**src/rtl/seqgen_pkg.sv**
```systemverilog
package seqgen_pkg;
   localparam int          DEF_WIDTH  = 32;
   localparam int          DEF_ROUNDS = 64;
   // taps at bits 32, 26, 17 and 12 counted from 1
   localparam logic [31:0] DEF_TAPS   = 32'h8201_0800;

   typedef enum logic [1:0] {
      OP_HOLD = 2'd0,
      OP_LOAD = 2'd1,
      OP_STEP = 2'd2
   } seq_op_e;
endpackage

```
**src/rtl/seqgen_burst.sv**
```systemverilog
// Combinational advance of a Fibonacci shift register by STEPS single shifts.
module seqgen_burst #(
   parameter int               WIDTH    = 32,
   parameter int               STEPS    = 32,
   parameter logic [WIDTH-1:0] TAP_MASK = '1
) (
   input  logic [WIDTH-1:0] din,
   output logic [WIDTH-1:0] dout
);
   logic [STEPS:0][WIDTH-1:0] chain;

   assign chain[0] = din;

   for (genvar i = 0; i < STEPS; i++) begin : g_step
      assign chain[i+1] = {chain[i][WIDTH-2:0], ^(chain[i] & TAP_MASK)};
   end

   assign dout = chain[STEPS];
endmodule

```
**src/rtl/seqgen_seed_guard.sv**
```systemverilog
// Replaces a zero seed by the value 1 and reports the substitution.
module seqgen_seed_guard #(
   parameter int WIDTH = 32
) (
   input  logic [WIDTH-1:0] seed_raw,
   output logic [WIDTH-1:0] seed_safe,
   output logic             seed_zero
);
   assign seed_zero = (seed_raw == '0);
   assign seed_safe = seed_zero ? WIDTH'(1) : seed_raw;
endmodule

```
**src/rtl/seqgen_round_ctr.sv**
```systemverilog
// Round index: cleared on load, counts up on advance, holds at the last round.
module seqgen_round_ctr #(
   parameter int  ROUNDS = 64,
   localparam int IDX_W  = $clog2(ROUNDS)
) (
   input  logic             clk,
   input  logic             rst_n,
   input  logic             clr,
   input  logic             inc,
   output logic [IDX_W-1:0] idx,
   output logic             at_last
);
   localparam logic [IDX_W-1:0] LAST = IDX_W'(ROUNDS - 1);

   assign at_last = (idx == LAST);

   always_ff @(posedge clk or negedge rst_n) begin
      if (!rst_n)
         idx <= '0;
      else if (clr)
         idx <= '0;
      else if (inc && !at_last)
         idx <= idx + 1'b1;
   end
endmodule

```
**src/rtl/seqgen_top.sv**
```systemverilog
module seqgen_top
   import seqgen_pkg::*;
#(
   parameter int               WIDTH    = DEF_WIDTH,
   parameter logic [WIDTH-1:0] TAP_MASK = DEF_TAPS,
   parameter int               ROUNDS   = DEF_ROUNDS,
   localparam int              IDX_W    = $clog2(ROUNDS)
) (
   input  logic             clk,
   input  logic             rst_n,
   input  logic             seed_load,
   input  logic [WIDTH-1:0] seed_in,
   input  logic             step_en,
   output logic [WIDTH-1:0] word_out,
   output logic [IDX_W-1:0] round_idx,
   output logic             zero_seed_flag
);
   // configuration checks at elaboration
   if (WIDTH < 4) begin : g_bad_width
      $error("seqgen_top: WIDTH must be at least 4");
   end
   if (TAP_MASK[WIDTH-1] != 1'b1) begin : g_bad_taps
      $error("seqgen_top: MSB must be part of the feedback");
   end
   if ($countones(TAP_MASK) < 2) begin : g_few_taps
      $error("seqgen_top: feedback needs at least two taps");
   end
   if (ROUNDS < 2) begin : g_bad_rounds
      $error("seqgen_top: ROUNDS must be at least 2");
   end

   logic [WIDTH-1:0] state_q;
   logic [WIDTH-1:0] seed_safe;
   logic             seed_zero;
   logic [WIDTH-1:0] burst_in;
   logic [WIDTH-1:0] burst_out;
   logic             at_last;
   logic             flag_q;
   seq_op_e          op;

   seqgen_seed_guard #(.WIDTH(WIDTH)) guard_i (
      .seed_raw  (seed_in),
      .seed_safe (seed_safe),
      .seed_zero (seed_zero)
   );

   always_comb begin
      if (seed_load)
         op = OP_LOAD;
      else if (step_en && !at_last)
         op = OP_STEP;
      else
         op = OP_HOLD;
   end

   assign burst_in = (op == OP_LOAD) ? seed_safe : state_q;

   seqgen_burst #(
      .WIDTH    (WIDTH),
      .STEPS    (WIDTH),
      .TAP_MASK (TAP_MASK)
   ) burst_i (
      .din  (burst_in),
      .dout (burst_out)
   );

   seqgen_round_ctr #(.ROUNDS(ROUNDS)) ctr_i (
      .clk     (clk),
      .rst_n   (rst_n),
      .clr     (op == OP_LOAD),
      .inc     (op == OP_STEP),
      .idx     (round_idx),
      .at_last (at_last)
   );

   always_ff @(posedge clk or negedge rst_n) begin
      if (!rst_n) begin
         state_q <= WIDTH'(1);
         flag_q  <= 1'b0;
      end else begin
         flag_q <= (op == OP_LOAD) && seed_zero;
         if (op != OP_HOLD)
            state_q <= burst_out;
      end
   end

   assign word_out       = state_q;
   assign zero_seed_flag = flag_q;
endmodule

```
**config.mk**
```make
export PLATFORM = sky130hd
export DESIGN_NAME = seqgen_top
export DESIGN_NICKNAME = d
export VERILOG_FILES = /design/src/rtl/seqgen_pkg.sv /design/src/rtl/seqgen_burst.sv /design/src/rtl/seqgen_seed_guard.sv /design/src/rtl/seqgen_round_ctr.sv /design/src/rtl/seqgen_top.sv
export SDC_FILE = /design/constraint.sdc
export NUM_CORES = 1
export LEC_CHECK = 0
export ABC_AREA = 0
export CAP_MARGIN = 20
export CORE_ASPECT_RATIO = 0.6
export CORE_UTILIZATION = 25
export DETAILED_ROUTE_END_ITERATION = 6
export GPL_TIMING_DRIVEN = 0
export PLACE_DENSITY = 0.46
export SLEW_MARGIN = 0
export SYNTH_ARGS = -nofsm -noshare
export SYNTH_HDL_FRONTEND = slang
export SYNTH_SLANG_ARGS = --single-unit
```
**constraint.sdc**
```tcl
create_clock -name clk -period 2.79 [get_ports clk]
set_input_delay 0.279 -clock clk [delete_from_list [all_inputs] [get_ports clk]]
set_output_delay 0.279 -clock clk [all_outputs]
set_load 0.005 [all_outputs]
```
==> results of run 1 <==
-- critical path, stage by stage, from the launching register on --
cell and delay (ps):
dfrtp_1 340, clkbuf_1 310, xnor2_1 160, nor2_1 120
a21oi_1 60, xnor2_1 540, xnor2_1 250, xor3_1 470
o21ai_0 160
-- cells in the final DEF (no fill, tap or decap), types with 2 or more instances in the layout --
master / instances
clkdlybuf4s50_1: 69
xnor2_1: 62
xor2_1: 45
dfrtp_1: 38
nor2_1: 37
nand2_1: 29
mux2i_1: 17
a21oi_1: 15
o21ai_0: 14
clkbuf_1: 7
xnor2_2: 7
nor4_1: 6
buf_4: 6
clkbuf_2: 6
mux2i_2: 6
mux2i_4: 5
clkbuf_16: 5
nand4_1: 4
buf_6: 3
xnor3_1: 3
buf_2: 2
xor2_2: 2
o21ai_1: 2
mux2_2: 2
clkbuf_8: 2
-- synth_stat cells (2+ instances only) --
cell and count:
xnor2_1 64, xor2_1 47, dfrtp_1 38, nor2_1 38, nand2_1 29, mux2i_1 21
a21oi_1 15, o21ai_0 14, clkbuf_1 12, nor4_1 6, mux2i_2 5, xnor2_2 5
nand4_1 4, buf_6 3, xnor3_1 3, mux2_2 2, mux2i_4 2, o21ai_1 2
-- cells by family (layout without fill, tap and decap cells) --
family / Yosys count / in the layout / synth area share
xor gates and xnor gates: 121 / 121 / 0.372
adders and majority gates: 1 / 1 / 0.00397
and+or+nand+nor: 85 / 85 / 0.116
AOI/OAI and AO/OA: 34 / 34 / 0.0580
muxes: 30 / 30 / 0.110
buffers and inverters: 18 / 104 / 0.0302
DFF: 39 / 39 / 0.310
-- metal layers --
metal / up-vias / routed length, microns / share of wire
met5: - / 0 / 0
met2: 78 / 4370 / 0.40
li1: 1248 / - / -
met1: 1275 / 5800 / 0.53
met4: 0 / 48 / 0.0044
met3: 4 / 727 / 0.066
-- final cells by class --
class | count | area share
plain buffers | 18 | 0.0234
clock buffers | 8 | 0.0357
multi-input cells | 271 | 0.492
flip-flops and latches | 39 | 0.223
well taps | 165 | 0.0472
repair buffers | 78 | 0.179
-- through the flow --
step           power [uW]  instance area [sq um]  hold slack [ps]   util  std cells
2_1_floorplan        4590                   3150            -16.6      -        328
3_5_place_dp         5880                   4090              299  0.336        565
6_report             6730                   4380              525  0.359        579
5_1_grt              7230                   4380              557  0.359        579
4_1_cts              6610                   4280              531  0.351        574
3_3_place_gp         5880                   4070              507  0.334        564
-- power groups by stage --
stage          Combinational [uW]  Sequential, uW  Clock, uW
6_report                     4860            1240        627
5_1_grt                      5300            1280        656
4_1_cts                      4740            1230        635
3_5_place_dp                 4650            1240          0
3_3_place_gp                 4650            1230          0
2_1_floorplan                3430            1160          0
-- final timing paths --
path / start / to / slack, ps / depth (start not counted)
worst max-delay path: word_out[10]$_DFFE_PN0P_ / word_out[1]$_DFFE_PN0P_ / 290 / 8
max in group asynchronous: rst_n / word_out[0]$_DFFE_PN1P_ / 1690 / 3
min in group asynchronous: rst_n / word_out[4]$_DFFE_PN0P_ / 530 / 2
worst max register to register: word_out[10]$_DFFE_PN0P_ / word_out[1]$_DFFE_PN0P_ / 290 / 8
worst min-delay path: seed_in[10] / word_out[16]$_DFFE_PN0P_ / 520 / 3
worst min register to register: word_out[0]$_DFFE_PN1P_ / word_out[0]$_DFFE_PN1P_ / 530 / 2
-- registers in the layout (all words and copies together), names as in the netlist --
name and flops:
zero_seed_flag 1, word_out 32, ctr_i.idx 6
-- repair_timing --
item	4_1_cts	5_1_grt
cloned	0	0
pin swaps	0	2
setup buffers	0	5
hold buffers	1	0
hold endpoints to repair	19	0
endpoints found under the setup margin	23	30
gates resized for setup	5	19
==> flow_metrics.env, run 1 <==
export IMPL_wirelength_microns=10900
export IMPL_grt_overflow=0
export IMPL_place_congestion=0.848
export IMPL_fmax_ghz=0.401
export IMPL_fillers=1279
export IMPL_async_reset_ff_frac=1.00
export IMPL_internal_power_uw=3960
export IMPL_synth_edf_count=0
export IMPL_layout_setup_ws_ps=294
export IMPL_synth_area_leader_cell="dfrtp_1"
export IMPL_die_area_sq_mm=0.0131
export IMPL_clk_path_buf_depth=2
export IMPL_drc_errors=0
export IMPL_antenna_found_initial=0
export IMPL_seq_area_frac_synth=0.310
export IMPL_row_count=31
export IMPL_fin_crit_sh=0.895
export IMPL_synth_main_ff_cell="dfrtp_1"
export IMPL_swShare=0.411
export IMPL_drive_gt1_frac=0.126
export IMPL_grtUsageTotal=0.174
export IMPL_yosys_warnings=0
export IMPL_pre_cts_ws_ps=-464
export IMPL_clk_latency_ps=290
export IMPL_worst_setup_path_start_kind="flop"
export IMPL_crit_path_max_fanout=5
export IMPL_slew_headroom=0.559
export IMPL_critPathKind="flop to flop"
export IMPL_numCtsBuffers=5
export IMPL_viasPerCell=4.50
export IMPL_irDropWorstVdd_mv=0.397
export IMPL_p_sw_uw=2770
export IMPL_use_met2=0.234
export IMPL_multi_input_area_sq_mm=0.00215
export IMPL_status="complete, no violations"
export IMPL_rsz0062_at_grt="false"
export IMPL_first_pass_iters=4
export IMPL_p_leak_uw=0.00174
export IMPL_synth_ff_latch_count=39
export IMPL_ioPinCount=75
export IMPL_setup_viol=0
export IMPL_max_cap_violations=0
export IMPL_cts_root_buffer="clkbuf_16"
export IMPL_final_net_count=450
export IMPL_grt_pass1_wl_microns=16400
export IMPL_period_minus_slack_ps=2500
export IMPL_start_util=0.259
export IMPL_syn_num_nets=365
export IMPL_dr_total_vias=2605
export IMPL_synthDistinctLibCells=36
export IMPL_p_comb_frac=0.723
export IMPL_setup_tns_final_ps=0
export IMPL_grt_pass1_vias=2610
export IMPL_die_y_microns=89.0
export IMPL_worstPathRequired_ps=3000
export IMPL_hold_path_class="primary input to flop"
export IMPL_syn_to_final_growth_pct=39.0
export IMPL_core_area_sq_mm=0.0122
export IMPL_p_clk_frac=0.093
export IMPL_grtUsageMet1=0.280
export IMPL_clk_transition_reported_paths_ps=60
export IMPL_syn_inst=328
export IMPL_setup_worst_path_end_class="flop"
export IMPL_initialDrtViolationCount=164
export IMPL_fp_dieW_microns=147
export IMPL_synthTopCellsByArea="dfrtp_1 (30%), xnor2_1 (18%), xor2_1 (13%), mux2i_1 (6.7%), nor2_1 (4.5%)"
export IMPL_antenna_left=0
export IMPL_htree_levels=2
export IMPL_synth_top_area_frac=0.302
export IMPL_grt_use_met3=0.0321
export IMPL_cp_arrival_ps=2700
export IMPL_cts_sinks=39
export IMPL_drv_slew=0
export IMPL_syn_area_per_cell_sq_um=9.61
export IMPL_top_usage_layer="met1"
export IMPL_cts_tree="built"
export IMPL_tightest_slew_ps=656
export IMPL_drt_wirelength_per_cell_microns=18.9
export IMPL_p_seq_frac=0.184
export IMPL_place_hpwl_microns=8620
export IMPL_port_buffers=71
export IMPL_finClkSkew_ps=5.53
export IMPL_netlist_area_sq_mm=0.00315
export IMPL_seq_area_sq_um=977
export IMPL_cellPowerDensity_mw_per_mm2=1540
export IMPL_grt_max_degree=21
export IMPL_diodes=0
export IMPL_hold_violations=0
Note: power is estimated with default switching activity, not from simulation.
==> inputs of run 2 (changes only) <==
Settings changed: CORE_UTILIZATION 25 to 48, PLACE_DENSITY 0.46 to 0.78, TNS_END_PERCENT set to 30.
==> run 2 against run 1 <==
Effect of this change: highest routed layer unchanged; largest power group unchanged; cell count shrank 15%; cell area shrank 6.5%; clock-buffer cell count is 3 lower; sequential cell count did not move; critical path type is now primary input to flop; sequential power about the same; sequential share of layout area increased by 1.6 points.
==> flow_metrics.env, run 2 (same netlist as run 1, synthesis figures left out) <==
export IMPL_final_common_cell="clkdlybuf4s50_1"
export IMPL_antenna_left=0
export IMPL_fillers=558
export IMPL_critPathKind="primary input to flop"
export IMPL_rsz0062_at_grt="false"
export IMPL_cp_slowest_stage_delay_ps=580
export IMPL_p_sw_uw=2710
export IMPL_path_common_cell="xnor2_1"
export IMPL_crit_path_max_fanout=4
export IMPL_critical_path_slowest_cell="clkdlybuf4s50_1"
export IMPL_dr_total_vias=2673
export IMPL_row_count=22
export IMPL_irDropWorstVdd_mv=1.22
export IMPL_multi_input_area_sq_mm=0.00212
export IMPL_fin_crit_sh=0.955
export IMPL_layout_common_cells="clkdlybuf4s50_1 (69), xnor2_1 (62), xor2_1 (47)"
export IMPL_wirelength_microns=9120
export IMPL_finClkSkew_ps=11.1
export IMPL_status="complete, no violations"
export IMPL_first_pass_iters=5
export IMPL_place_congestion=0.950
export IMPL_instances_no_fill=491
export IMPL_clk_path_buf_depth=2
export IMPL_p_seq_frac=0.190
export IMPL_worst_setup_path_start_kind="primary input"
export IMPL_path_cells="clkdlybuf4s50_1 -> mux2i_4 -> xnor2_1 -> xnor2_1 -> xnor2_1 -> xor2_1 -> xnor3_1 -> mux2_2"
export IMPL_port_buffers=71
export IMPL_utilization=0.658
export IMPL_grt_pass1_wl_microns=14300
export IMPL_die_area_sq_mm=0.00690
export IMPL_antenna_found_initial=0
export IMPL_fin_area_sq_mm=0.00409
export IMPL_fp_dieW_microns=107
export IMPL_cts_setup_buffers=0
export IMPL_period_minus_slack_ps=2670
export IMPL_cp_arrival_ps=2860
export IMPL_cts_tree="built"
export IMPL_pre_cts_ws_ps=-471
export IMPL_setup_worst_path_end_class="flop"
export IMPL_dp_cells=483
export IMPL_clk_latency_ps=310
export IMPL_tightest_slew_ps=940
export IMPL_syn_to_final_growth_pct=29.9
export IMPL_final_net_count=443
export IMPL_slew_headroom=0.373
export IMPL_layout_setup_ws_ps=124
export IMPL_cellPowerDensity_mw_per_mm2=1560
export IMPL_worstPathRequired_ps=2990
export IMPL_cts_sinks=39
export IMPL_setup_viol=0
export IMPL_p_comb_frac=0.744
export IMPL_viasPerCell=5.44
export IMPL_clk_transition_reported_paths_ps=90
export IMPL_ioPinCount=75
export IMPL_grtUsageTotal=0.285
export IMPL_grt_max_degree=40
export IMPL_fmax_ghz=0.375
export IMPL_core_area_sq_mm=0.00622
export IMPL_max_cap_violations=0
export IMPL_diodes=0
export IMPL_drv_slew=0
export IMPL_hold_violations=0
export IMPL_cts_root_buffer="clkbuf_8"
export IMPL_drt_wirelength_per_cell_microns=18.6
export IMPL_numCtsBuffers=5
export IMPL_drc_errors=0
export IMPL_p_leak_uw=0.00164
export IMPL_grt_pass1_vias=2537
export IMPL_largest_reg_flops=32
export IMPL_internal_power_uw=3660
export IMPL_drive_gt1_frac=0.0885
export IMPL_hold_path_class="primary input to async pin"
export IMPL_grt_overflow=0
export IMPL_start_util=0.506
export IMPL_initialDrtViolationCount=219
export IMPL_die_y_microns=64.8
export IMPL_place_hpwl_microns=6970
export IMPL_seq_area_sq_um=977
export IMPL_place_area_sq_mm=0.00396
export IMPL_swShare=0.426
export IMPL_p_clk_frac=0.066
export IMPL_htree_levels=2
==> run 2: changes by cell type in the layout (fill, tap and decap cells not counted), moves of 3 or more <==
cell and change:
clkbuf_2 -6, buf_4 -5, clkbuf_1 +5, clkbuf_16 -5, clkbuf_8 +3
==> run 2: final cells by class <==
type	count	share of cell area
Buffer	18	0.0232
Timing Repair Buffer	71	0.172
Clock inverter	3	0.00581
Tap cell	84	0.0257
Sequential cell	39	0.239
Clock buffer	5	0.0168
Multi-Input combinational cell	271	0.518
==> run 2: power by group through the flow <==
stage          combinational [uW]  sequential, uW  clock, uW
4_1_cts                      4680            1210        419
3_5_place_dp                 4580            1210          0
2_1_floorplan                3430            1160          0
5_1_grt                      5120            1250        456
6_report                     4740            1210        418
3_3_place_gp                 4560            1200          0
==> run 2: path summary, 6_finish.rpt <==
check,start,end,slack [ps],cells after the start
max in group asynchronous,rst_n,word_out[17]$_DFFE_PN0P_,2100,1
min,rst_n,ctr_i.idx[3]$_DFFE_PN0P_,100,1
max,seed_in[11],word_out[2]$_DFFE_PN0P_,120,8
min reg2reg,word_out[31]$_DFFE_PN0P_,word_out[31]$_DFFE_PN0P_,530,2
min in group clk,seed_in[10],word_out[16]$_DFFE_PN0P_,450,3
max reg2reg,word_out[10]$_DFFE_PN0P_,word_out[1]$_DFFE_PN0P_,200,8
==> run 2: what timing repair did <==
item | 4_1_cts | 5_1_grt
hold buffers | 0 | 0
gates resized for setup | 7 | 0
endpoints found under the setup margin | 1 | 0
==> run 2: critical path: cells and delay by family <==
kind,cells,cell delay [ps]
multiplexers,2,410
buffers and inverters,1,580
XOR/XNOR,5,1590
==> run 2: metal layers <==
layer	track usage	up-vias	part of all wire
met5	0	-	0
met2	0.398	144	0.40
met4	0.0668	0	0.013
met1	0.437	1285	0.47
li1	-	1229	-
met3	0.0694	15	0.11
==> run 2: through the flow <==
stage	TNS [ps]	hold WS, ps	power [uW]
6_report	0	96.7	6370
5_1_grt	0	165	6830
4_1_cts	0	121	6310
3_5_place_dp	-1960	459	5790
3_3_place_gp	-1620	501	5770
2_1_floorplan	0	-16.6	4590
